--- config.mk ---
export PLATFORM = sky130hd
export DESIGN_NAME = aliased_sysctl_regs
export DESIGN_NICKNAME = d
export VERILOG_FILES = /design/src/rtl/aliased_ctl_pkg.sv /design/src/rtl/aliased_cmd_decode.sv /design/src/rtl/aliased_ctl_datapath.sv /design/src/rtl/aliased_sysctl_regs.sv
export SDC_FILE = /design/constraint.sdc
export NUM_CORES = 1
export LEC_CHECK = 0
export ABC_AREA = 1
export BUFFER_PORTS_ARGS = -buffer_cell sky130_fd_sc_hd__buf_4
export CAP_MARGIN = 20
export CORE_MARGIN = 2
export CORE_UTILIZATION = 45
export CTS_CLUSTER_DIAMETER = 80
export DETAILED_ROUTE_END_ITERATION = 12
export PLACE_DENSITY = 0.91
export SLEW_MARGIN = 30
export SYNTH_ARGS = -nofsm -noshare
export SYNTH_HDL_FRONTEND = slang
export SYNTH_SLANG_ARGS = --single-unit
--- constraint.sdc ---
create_clock -name clk -period 1.2 [get_ports clk]
set_clock_uncertainty 0.15 [all_clocks]
set_input_delay 0.18 -clock clk [delete_from_list [all_inputs] [get_ports clk]]
set_output_delay 0.18 -clock clk [all_outputs]
set_load 0.01 [all_outputs]
--- src/rtl/aliased_ctl_pkg.sv ---
package aliased_ctl_pkg;
  localparam int NUM_CH   = 4;
  localparam int WORD_W   = 29;
  localparam int MODE_W   = 2;
  localparam int CH_IDX_W = $clog2(NUM_CH);

  // command field positions
  localparam int RD_BIT   = 28;
  localparam int MASK_LO  = 24;
  localparam int MODE_LO  = 22;

  // payload slice handed to the datapath
  localparam int PAY_LO   = 8;
  localparam int PAY_HI   = 21;
  localparam int PAY_W    = PAY_HI - PAY_LO + 1;

  // system register fields, absolute word positions
  localparam int SYS_CLAMP_LO = 18;
  localparam int SYS_OE_LO    = 14;
  localparam int SYS_PWR      = 13;
  localparam int SYS_DUT      = 12;
  localparam int SYS_GALM     = 11;
  localparam int SYS_CALM     = 10;
  localparam int SYS_SENSE    = 9;
  localparam int SYS_GUARD    = 8;

  // channel register fields, absolute word positions
  localparam int CH_EN_BIT    = 21;
  localparam int CH_CLAMP_BIT = 20;
  localparam int CH_OE_BIT    = 19;

  typedef struct packed {
    logic                sysWr;
    logic                sysRd;
    logic [NUM_CH-1:0]   chWr;
    logic                chRd;
    logic [CH_IDX_W-1:0] chRdIdx;
    logic                nullRd;
  } strobe_t;
endpackage

--- src/rtl/aliased_cmd_decode.sv ---
module aliased_cmd_decode
  import aliased_ctl_pkg::*;
(
  input  logic              cmdValid,
  input  logic [WORD_W-1:0] cmdWord,
  output strobe_t           stb
);
  logic [NUM_CH-1:0] chMask;
  logic [MODE_W-1:0] modeSel;
  logic              isRead;
  logic              regSpace;
  logic              sysHit;
  logic              chHit;
  logic [CH_IDX_W-1:0] lowIdx;

  assign chMask   = cmdWord[MASK_LO +: NUM_CH];
  assign modeSel  = cmdWord[MODE_LO +: MODE_W];
  assign isRead   = cmdWord[RD_BIT];
  assign regSpace = (modeSel == '0);
  assign sysHit   = regSpace && (chMask == '0);
  assign chHit    = regSpace && (chMask != '0);

  // lowest-numbered selected channel wins a channel readback
  always_comb begin
    lowIdx = '0;
    for (int c = NUM_CH - 1; c >= 0; c--) begin
      if (chMask[c]) lowIdx = CH_IDX_W'(c);
    end
  end

  always_comb begin
    stb.sysWr   = cmdValid && !isRead && sysHit;
    stb.sysRd   = cmdValid &&  isRead && sysHit;
    stb.chWr    = (cmdValid && !isRead && chHit) ? chMask : '0;
    stb.chRd    = cmdValid &&  isRead && chHit;
    stb.chRdIdx = lowIdx;
    stb.nullRd  = cmdValid &&  isRead && !regSpace;
  end
endmodule

--- src/rtl/aliased_ctl_datapath.sv ---
module aliased_ctl_datapath
  import aliased_ctl_pkg::*;
(
  input  logic              clk,
  input  logic              rst,
  input  strobe_t           stb,
  input  logic [PAY_W-1:0]  payload,
  input  logic [NUM_CH-1:0] guardAlarm,
  input  logic [NUM_CH-1:0] clampAlarm,
  output logic [NUM_CH-1:0] chanEn,
  output logic [NUM_CH-1:0] clampEn,
  output logic [NUM_CH-1:0] cmpOutEn,
  output logic [NUM_CH-1:0] cmpDriveEn,
  output logic              cmpPowerOn,
  output logic              dutGndMode,
  output logic              senseShort,
  output logic              guardAmpEn,
  output logic              alarmPullLow,
  output logic              rdValid,
  output logic [WORD_W-1:0] rdData
);
  localparam int P_CLAMP = SYS_CLAMP_LO - PAY_LO;
  localparam int P_OE    = SYS_OE_LO    - PAY_LO;
  localparam int P_PWR   = SYS_PWR      - PAY_LO;
  localparam int P_DUT   = SYS_DUT      - PAY_LO;
  localparam int P_GALM  = SYS_GALM     - PAY_LO;
  localparam int P_CALM  = SYS_CALM     - PAY_LO;
  localparam int P_SENSE = SYS_SENSE    - PAY_LO;
  localparam int P_GUARD = SYS_GUARD    - PAY_LO;
  localparam int P_CHEN  = CH_EN_BIT    - PAY_LO;
  localparam int P_CHCL  = CH_CLAMP_BIT - PAY_LO;
  localparam int P_CHOE  = CH_OE_BIT    - PAY_LO;

  logic guardAlmSel;
  logic clampAlmSel;

  // shared (aliased) per-channel storage: one bit, two write paths
  for (genvar c = 0; c < NUM_CH; c++) begin : g_chan
    always_ff @(posedge clk) begin
      if (rst) begin
        chanEn[c]   <= 1'b0;
        clampEn[c]  <= 1'b0;
        cmpOutEn[c] <= 1'b0;
      end else if (stb.sysWr) begin
        clampEn[c]  <= payload[P_CLAMP + c];
        cmpOutEn[c] <= payload[P_OE + c];
      end else if (stb.chWr[c]) begin
        chanEn[c]   <= payload[P_CHEN];
        clampEn[c]  <= payload[P_CHCL];
        cmpOutEn[c] <= payload[P_CHOE];
      end
    end
    assign cmpDriveEn[c] = cmpPowerOn & cmpOutEn[c];
  end

  // device-wide fields
  always_ff @(posedge clk) begin
    if (rst) begin
      cmpPowerOn  <= 1'b0;
      dutGndMode  <= 1'b0;
      guardAlmSel <= 1'b0;
      clampAlmSel <= 1'b0;
      senseShort  <= 1'b0;
      guardAmpEn  <= 1'b0;
    end else if (stb.sysWr) begin
      cmpPowerOn  <= payload[P_PWR];
      dutGndMode  <= payload[P_DUT];
      guardAlmSel <= payload[P_GALM];
      clampAlmSel <= payload[P_CALM];
      senseShort  <= payload[P_SENSE];
      guardAmpEn  <= payload[P_GUARD];
    end
  end

  assign alarmPullLow = (guardAlmSel && (|guardAlarm)) ||
                        (clampAlmSel && (|clampAlarm));

  // readback assembly
  logic [WORD_W-1:0] sysWord;
  logic [WORD_W-1:0] chWord;

  always_comb begin
    sysWord = '0;
    sysWord[SYS_CLAMP_LO +: NUM_CH] = clampEn;
    sysWord[SYS_OE_LO +: NUM_CH]    = cmpOutEn;
    sysWord[SYS_PWR]   = cmpPowerOn;
    sysWord[SYS_DUT]   = dutGndMode;
    sysWord[SYS_GALM]  = guardAlmSel;
    sysWord[SYS_CALM]  = clampAlmSel;
    sysWord[SYS_SENSE] = senseShort;
    sysWord[SYS_GUARD] = guardAmpEn;
  end

  always_comb begin
    chWord = '0;
    chWord[CH_EN_BIT]    = chanEn[stb.chRdIdx];
    chWord[CH_CLAMP_BIT] = clampEn[stb.chRdIdx];
    chWord[CH_OE_BIT]    = cmpOutEn[stb.chRdIdx];
  end

  always_ff @(posedge clk) begin
    if (rst) begin
      rdValid <= 1'b0;
      rdData  <= '0;
    end else begin
      rdValid <= stb.sysRd || stb.chRd || stb.nullRd;
      if (stb.sysRd)       rdData <= sysWord;
      else if (stb.chRd)   rdData <= chWord;
      else if (stb.nullRd) rdData <= '0;
    end
  end
endmodule

--- src/rtl/aliased_sysctl_regs.sv ---
module aliased_sysctl_regs
  import aliased_ctl_pkg::*;
(
  input  logic              clk,
  input  logic              rst,
  input  logic              cmdValid,
  input  logic [WORD_W-1:0] cmdWord,
  input  logic [NUM_CH-1:0] guardAlarm,
  input  logic [NUM_CH-1:0] clampAlarm,
  output logic [NUM_CH-1:0] chanEn,
  output logic [NUM_CH-1:0] clampEn,
  output logic [NUM_CH-1:0] cmpOutEn,
  output logic [NUM_CH-1:0] cmpDriveEn,
  output logic              cmpPowerOn,
  output logic              dutGndMode,
  output logic              senseShort,
  output logic              guardAmpEn,
  output logic              alarmPullLow,
  output logic              rdValid,
  output logic [WORD_W-1:0] rdData
);
  strobe_t stb;

  aliased_cmd_decode u_decode (
    .cmdValid (cmdValid),
    .cmdWord  (cmdWord),
    .stb      (stb)
  );

  aliased_ctl_datapath u_dp (
    .clk          (clk),
    .rst          (rst),
    .stb          (stb),
    .payload      (cmdWord[PAY_HI:PAY_LO]),
    .guardAlarm   (guardAlarm),
    .clampAlarm   (clampAlarm),
    .chanEn       (chanEn),
    .clampEn      (clampEn),
    .cmpOutEn     (cmpOutEn),
    .cmpDriveEn   (cmpDriveEn),
    .cmpPowerOn   (cmpPowerOn),
    .dutGndMode   (dutGndMode),
    .senseShort   (senseShort),
    .guardAmpEn   (guardAmpEn),
    .alarmPullLow (alarmPullLow),
    .rdValid      (rdValid),
    .rdData       (rdData)
  );
endmodule

==> impl_metrics.ini, run 1 <==
[yosys]
synth_cells = 242
ys_seq_area_share_pct = 38.6
synth-simple-area-share_pct = 27.0
synth_area_um2 = 1710
ys_warn_count = 0
synth_compound_area_share_pct = 17.2
synth_edf_count = 0
synth_cell_types = 23
synth.area.top_cells = dfxtp_1, nand2_1, a21oi_1, inv_1, buf_4
postSynth.asyncResetShare_pct = 0
synthMuxAreaShare_pct = 0
synth_top_family_by_area = simple AND/OR/NAND/NOR gates
ys_ff_latch = 33
yosysMostFrequentCell = nand2_1
synthFlopType = dfxtp_1
synth_area_per_cell_um2 = 7.08
synth_area_leader_cell = dfxtp_1
synth.top_cells.by_count = nand2_1, inv_1, dfxtp_1, a21oi_1, nand3_1
yosys.area_share.xor_xnor_pct = 0
synthAdderAreaFrac_pct = 0
synth_top_area_share_pct = 38.6

[sta]
rsz0062_at_grt = yes
min_period_ps = 1380
final-hold-violation-count = 0
final_max_slew_viol_count = 0
setup_violations = 11
min_period_over_period_pct = 115
max_freq_mhz = 723
setup_ws_ps = -183

[clock_tree]
cts-buffers-inserted = 5
cts_hold_buf = 0
clock_latency_ps = 290
cts_max_level = 2
tritoncts = done
cts_sinks = 33
cts.clk_slew.worst_paths_ps = 70
cts_buffer_depth = 2
cts-root-buf = clkbuf_8

[die]
dieArea_um2 = 4320
die_w_um = 65.7
die_y_um = 65.7
placementRows = 22
core_um2 = 3660
pin_count = 91
start_util_pct = 46.8

[critical_path]
rr_startpoint = u_dp.cmpOutEn[1]
endpoint_kind = register
arrival_ps = 1430
worstPathCellList = buf_4 -> nor2_4 -> buf_4 -> nand4_1 -> nand2_1 -> nand2_1 -> a21oi_1
max_stage_delay_ps = 310
required_ps = 1250
cp_slowest_cell = nand4_1
path_max_fanout = 5
r2r_slack_ps = 50
path_class = input pin to register
crit_start = cmdWord[22]
start_kind = input pin

[min_path]
hp-start = cmdWord[10]
hold_path.class = input pin to register

[routing]
wl_mm = 6.07
drtPass1Iterations = 5
wl_per_cell_um = 15.5
topRoutingLayerUsed = met4
vias = 2057
avgViaCountPerCell = 5.26
drt_iter0_markers = 198
met3WireLength_um = 626
wl_met1_mm = 2.09
wl_met2_mm = 3.06
ant_nets = 0
drc = 0

[placed_design]
place_congestion = 0.902
numPortBuffers = 67
preCtsSetupSlack_ps = -230
dpl.hpwl_mm = 3.57

[finish]
drive_above_1_share_pct = 46.1
final_nets = 382
antennaDiodeCount = 0
area_growth_pct = 55.1
num-fill-cells = 240

[grt]
grt_use_total_pct = 24.2
grt_start_max_net_pins = 24
antenna_found_initial = 0
grt_pass1_wl_mm = 7.97
grt_pass1_vias = 1787
overflow = 0

[pwr]
total_power_mw = 2.32
power_density_nw_per_um2 = 874
vdd.ir_drop.worst_mv = 0.788
leakage_nw = 1.27

[job]
max_cap_violations = 0

[status]
status = finished with violations
violations = negative setup slack
## layer usage
| layer | vias to the layer above | GRT usage [%] |
|---|---|---|
| met5 | - | 0 |
| met4 | 0 | 12.0 |
| met3 | 31 | 5.65 |
| met2 | 156 | 42.3 |
| met1 | 918 | 27.3 |
| li1 | 952 | - |
## flip-flops by register name, summed over array words and instances, names as in the netlist, 4 cells and up
signal and count:
u_dp.rdData 14, u_dp.chanEn 4, u_dp.cmpOutEn 4, u_dp.clampEn 4
## cells by family (layout without fill, tap and decap cells)
logic type / count (synthesis) / in the layout
AND/OR/NAND/NOR: 95 / 96
flip-flops: 33 / 33
buffers and inverters: 59 / 145
other: 1 / 15
AO/OA/AOI/OAI: 54 / 54
## worst max-delay path, delay by kind of cell
kind	cells	cell delay (ps)
simple gates	4	760
buf+inv	2	280
compound gates	1	220
## worst paths after layout
kind / end / cells after the start
max: u_dp.clampEn[0] / 7
min: u_dp.clampAlmSel / 3
max reg2reg: u_dp.rdData[19] / 7
min reg2reg: u_dp.clampAlmSel / 2
## placed cells by master, fill, tap and decap left out, drive strengths merged
cell	instances
a21oi	35
buf	100
clkbuf	5
clkinv	2
clkinvlp	1
conb	15
dfxtp	33
inv	37
nand2	58
nand3	20
nand4	7
nor2	9
nor4	2
o21ai	18
o22ai	1
## where the power goes
group | internal [mW] | switching [mW]
registers | 1.10 | 0.00909
logic | 0.170 | 0.201
clock network | 0.400 | 0.441
## layout make-up
| type | instances | area (um2) | share of cell area (%) |
|---|---|---|---|
| clock inverters | 3 | 17.5 | 0.659 |
| inverters | 37 | 139 | 5.23 |
| repair buffers | 100 | 808 | 30.4 |
| flip-flops and latches | 33 | 676 | 25.4 |
| multi-input cells | 165 | 888 | 33.4 |
| clock buffers | 5 | 68.8 | 2.59 |
| well taps | 48 | 60.1 | 2.26 |
## stage by stage
step	util [%]	cell area, um2	std cells	hold WS, ps	setup TNS [ps]
floorplan	-	1770	256	99.1	0
global placement	63.3	2320	368	295	-4140
detailed placement	63.3	2320	368	306	-5490
CTS	68.1	2490	381	18.3	-213
global route	72.6	2660	391	24.2	-890
finish	72.6	2660	391	21.0	-603
## timing repair
item                                    4_1_cts  5_1_grt
endpoints found under the setup margin        8       15
setup buffers                                 5       10
cloned                                        0        1
pin swaps                                     3       14
resized for setup                            21       24
Note: power is estimated with default switching activity, not from simulation.
==> run 2, diff against run 1 <==
Settings changed: CORE_UTILIZATION 45 to 25, PLACE_DENSITY 0.91 to 0.61.
==> run 2 against run 1 <==
The flow still finishes with violations (negative setup slack); clock-buffer cell count unchanged; final cell count grew 7.4%; power is 8.8% higher; clock power grew 26%; register-to-register slack better by 20 ps; first-iteration DRC count is 61% lower; worst setup slack gained 60 ps; sequential cell count is the same; critical path depth down 3; hold slack improved by 3.3 ps; sequential power is essentially flat; global-route usage fell by 11 points; largest power group unchanged.
==> impl_metrics.ini, run 2 (same netlist as run 1, synthesis figures left out) <==
[status]
status = finished with violations
violations = negative setup slack

[grt]
grt_use_total_pct = 12.7
grt_busiest_layer = met2
grt_pass1_vias = 1558
grt_start_max_net_pins = 24
grt_pass1_wl_mm = 7.52
grt_use_met1_pct = 16.9
overflow = 0
met3_usage_pct = 2.95
antenna_found_initial = 0
use_met2_pct = 20.2

[die]
dieArea_um2 = 7530
core_um2 = 6720
die_y_um = 86.8
pin_count = 91
placementRows = 30
start_util_pct = 25.5
die_w_um = 86.8

[placed_design]
placed_cells = 406
dpl.hpwl_mm = 3.68
place_area_um2 = 2420
numPortBuffers = 67
place_congestion = 0.830

[clock_tree]
cts_buffer_depth = 2
clock_latency_ps = 280
cts.clk_slew.worst_paths_ps = 70
cts-root-buf = clkbuf_8
cts_max_level = 2
cts-buffers-inserted = 5
tritoncts = done
cts_sinks = 33

[sta]
rsz0062_at_grt = yes
setup_violations = 5
final_max_slew_viol_count = 0
min_period_ps = 1320
setup_ws_ps = -123
final-hold-violation-count = 0
max_freq_mhz = 756
min_period_over_period_pct = 110

[routing]
wl_mm = 5.12
drc = 0
ant_nets = 0
avgViaCountPerCell = 4.33
drtPass1Iterations = 4
wl_per_cell_um = 12.2
vias = 1818
drt_iter0_markers = 77

[pwr]
total_power_mw = 2.53
power_density_nw_per_um2 = 939
vdd.ir_drop.worst_mv = 0.592
leakage_nw = 1.26

[critical_path]
crit_start = guardAlarm[1]
timing.rr.end = u_dp.rdData[19]
start_kind = input pin
arrival_ps = 990
r2r_slack_ps = 70
r2r_cells = 7
path_max_fanout = 1
rr_startpoint = u_dp.cmpOutEn[3]
endpoint_kind = output port
path_class = input pin to output port
required_ps = 870

[finish]
mostFrequentLayoutCell = buf_4
area_growth_pct = 57.0
regMostFlops = u_dp.rdData
final_nets = 379
largest_register_ffs = 14
finish.utilization_pct = 40.0
final_cell_mix = buf_4, nand2_1, inv_1
antennaDiodeCount = 0
final_area_um2 = 2690
instances_no_fill = 420
num-fill-cells = 692
drive_above_1_share_pct = 44.1

[min_path]
hp-start = cmdWord[20]
hold_depth = 3
hold_path.class = input pin to register
hold_end = u_dp.clampEn[2]

[job]
max_cap_violations = 0
## run 2: cell types whose count changed in the layout (fill, tap and decap cells not counted), moves of 2 or more
cell and delta:
buf_4 -4, o21ai_0 -3, nand3_1 +3, o21ai_1 +3, clkinv_2 -2, nand3_2 -3
nand2_2 -2
## run 2: area by class of cell
type | count | area, um2 | area share (%)
clock inverter | 3 | 46.3 | 1.72
timing repair buffer | 97 | 783 | 29.1
clock buffer | 5 | 68.8 | 2.56
sequential | 33 | 678 | 25.2
tap | 80 | 100 | 3.72
multi-input combinational | 165 | 872 | 32.4
inverter | 37 | 141 | 5.26
## run 2: how the worst max path moves through the flow
stage	to
3_3_place_gp	u_dp.clampEn[3]
2_1_floorplan	u_dp.clampEn[3]
4_1_cts	alarmPullLow
3_5_place_dp	u_dp.clampEn[0]
6_report	alarmPullLow
5_1_grt	alarmPullLow
## run 2: what timing repair did
item	4_1_cts	5_1_grt
hold buffers	0	0
pin swaps	4	12
setup buffers	4	3
setup endpoints to repair	11	16
cloned	0	2
gates resized for setup	22	24
## run 2: routing by layer
layer	wire (um)	part of all wire [%]
met5	0	0
met4	44	0.86
met3	236	4.6
met2	2520	49
met1	2320	45
## run 2: worst max-delay path, cell delays in order
cell,delay (ps)
buf_4,110
nor4_1,410
o22ai_2,130
buf_4,170
## run 2: report_power, final
group	internal (mW)	total (mW)	leakage (nW)	switching [mW]
Clock	0.622	1.06	0.0543	0.437
Combinational	0.171	0.359	0.938	0.188
Sequential	1.10	1.11	0.271	0.00853
## run 2: per-stage QoR
step / setup WS [ps] / TNS (ps) / hold WS, ps
final: -123 / -178 / 24.3
after floorplan: 72.7 / 0 / 99.1
after detailed placement: -222 / -5240 / 305
after CTS: -64.3 / -189 / 11.4
after global routing: -138 / -464 / 25.3
after global placement: -184 / -4670 / 301
==> run 3, diff against run 2 <==
Settings changed: PLACE_DENSITY 0.61 to 0.6, SYNTH_HIERARCHICAL from default to 1.
==> run 3 against run 2 <==
Largest cell class unchanged; non-clock buffer count increased by 2; sequential cell count unchanged; sequential share of layout area shrank 2.0 points; design area up 9.6%; final cell count up 8.6%; sequential power about the same; the flow still finishes with violations (negative setup slack); clock power fell by 20%.
==> impl_metrics.ini, run 3 <==
[clock_tree]
cts.clk_slew.worst_paths_ps = 70
cts-root-buf = clkbuf_8
cts_buffer_depth = 2
cts-buffers-inserted = 5
clock_latency_ps = 280
cts_max_level = 2
cts_sinks = 33
tritoncts = done

[yosys]
synth_edf_count = 0
synth.top_cells.by_count = nand2_1, inv_1, dfxtp_1, nor2_1
ys_ff_latch = 33
synthFlopType = dfxtp_1
ys_seq_area_share_pct = 37.4
synth.area.top_cells = dfxtp_1, nand2_1, inv_1, buf_4, a21oi_1
yosysMostFrequentCell = nand2_1
synth_area_leader_cell = dfxtp_1
synth_cells = 263
synth_area_um2 = 1770
ys_warn_count = 6
synth_cell_types = 25
synth_top_area_share_pct = 37.4
postSynth.asyncResetShare_pct = 0
synth_area_per_cell_um2 = 6.71

[critical_path]
rr_startpoint = u_dp/cmpOutEn[3]
arrival_ps = 890
path_class = register to output port
worstPathCellList = nand2_1 -> inv_1 -> buf_4
cp_top_family = flip-flops
r2r_cells = 7
cp.depth = 3
start_kind = register
path_max_fanout = 7
cp_slowest_cell = dfxtp_4
r2r_slack_ps = 110
crit_start = u_dp/cmpPowerOn
max_stage_delay_ps = 390
endpoint_kind = output port
critPathBufInv = 2
required_ps = 870

[routing]
drc = 0
wl_per_cell_um = 11.7
drt_iter0_markers = 63
wl_mm = 5.35
avgViaCountPerCell = 4.23
drtPass1Iterations = 4
ant_nets = 0
vias = 1927

[grt]
grt_busiest_layer = met2
grt_use_met1_pct = 16.9
grt_use_total_pct = 13.1
antenna_found_initial = 0
use_met2_pct = 21.2
overflow = 0
grt_pass1_wl_mm = 7.90
grt_pass1_vias = 1681
grt_start_max_net_pins = 18
met3_usage_pct = 3.86

[finish]
seq_area_um2 = 683
mostFrequentLayoutCell = buf_4
final_nets = 400
largest_register_ffs = 14
multi_input_area_um2 = 1040
regMostFlops = u_dp/rdData
antennaDiodeCount = 0
final_cell_mix = buf_4, nand2_1, inv_1
num-fill-cells = 722
area_growth_pct = 67.0
drive_above_1_share_pct = 45.3
finish.utilization_pct = 43.2
final_area_um2 = 2950

[min_path]
hold_path.class = input pin to register
hp-start = rst
hold_depth = 2

[sta]
min_period_over_period_pct = 102
setup_violations = 4
final_max_slew_viol_count = 0
final-hold-violation-count = 0
rsz0062_at_grt = yes
max_freq_mhz = 821
min_period_ps = 1220
setup_ws_ps = -18.7

[job]
max_cap_violations = 0

[pwr]
power_density_nw_per_um2 = 794
total_power_mw = 2.34
vdd.ir_drop.worst_mv = 0.428
leakage_nw = 1.34

[die]
dieArea_um2 = 7750
pin_count = 91
start_util_pct = 25.8
die_w_um = 88.0
die_y_um = 88.0
placementRows = 30
core_um2 = 6830

[placed_design]
place_area_um2 = 2460
numPortBuffers = 67
dpl.hpwl_mm = 4.04
place_congestion = 0.815

[status]
violations = negative setup slack
status = finished with violations
run 3: worst paths after layout:
kind / endpoint
setup / recovery: cmpDriveEn[1]
hold reg to reg: u_dp/guardAlmSel
setup reg to reg: u_dp/rdData[19]
hold / removal: u_dp/rdData[9]
run 3: kinds of logic after synthesis:
kind of cell    Yosys count  synth area share [%]
compound gates           46                  14.1
buf+inv                  64                  19.2
flops                    33                  37.4
other cells               1                 0.212
simple gates            119                  29.1
run 3: timing repair:
item / in CTS / in global routing
endpoints found under the hold margin: 6 / 0
resized for setup: 24 / 58
buffers inserted: 1 / 4
endpoints found under the setup margin: 14 / 32
pin swaps: 1 / 18
hold buffers: 6 / 0
cloned: 0 / 1
run 3: report_power, final:
part	internal (mW)	total [mW]	leakage (nW)	switching (mW)
registers	1.10	1.11	0.272	0.00945
logic	0.195	0.388	1.02	0.193
clock network	0.453	0.846	0.0433	0.393
total	1.74	2.34	1.34	0.596
run 3: final cells by class:
cell class                      instances  share of cell area [%]
Multi-Input combinational cell        180                    35.2
Timing Repair Buffer                   99                    29.2
Sequential cell                        33                    23.2
Inverter                               41                    5.31
Tap cell                               96                    4.07
Clock buffer                            6                    2.80
Clock inverter                          1                   0.255
run 3: worst register-to-register path, cell delays in order, from the launching register on:
cell and delay, ps:
dfxtp_4 380, buf_6 100, inv_1 30, nand2_1 50, nand3_1 60, nand2_1 70, nand2_1 60, a21oi_2 120
run 3: stage by stage:
| stage | setup TNS (ps) | hold WS (ps) | instances | setup slack (ps) |
|---|---|---|---|---|
| final | -60.1 | 27.8 | 456 | -18.7 |
| after global routing | -817 | 32.3 | 456 | -71.0 |
| after CTS | -167 | 3.92 | 452 | -39.8 |
| after global placement | -7420 | 253 | 438 | -299 |
| after detailed placement | -7700 | 259 | 438 | -303 |
| after floorplan | -715 | 154 | 277 | -56.4 |
run 3: per-layer routing:
metal | share of wire (%) | vias up
met4 | 0.54 | 0
li1 | - | 984
met5 | 0 | -
met3 | 5.1 | 2
met1 | 45 | 888
met2 | 49 | 53
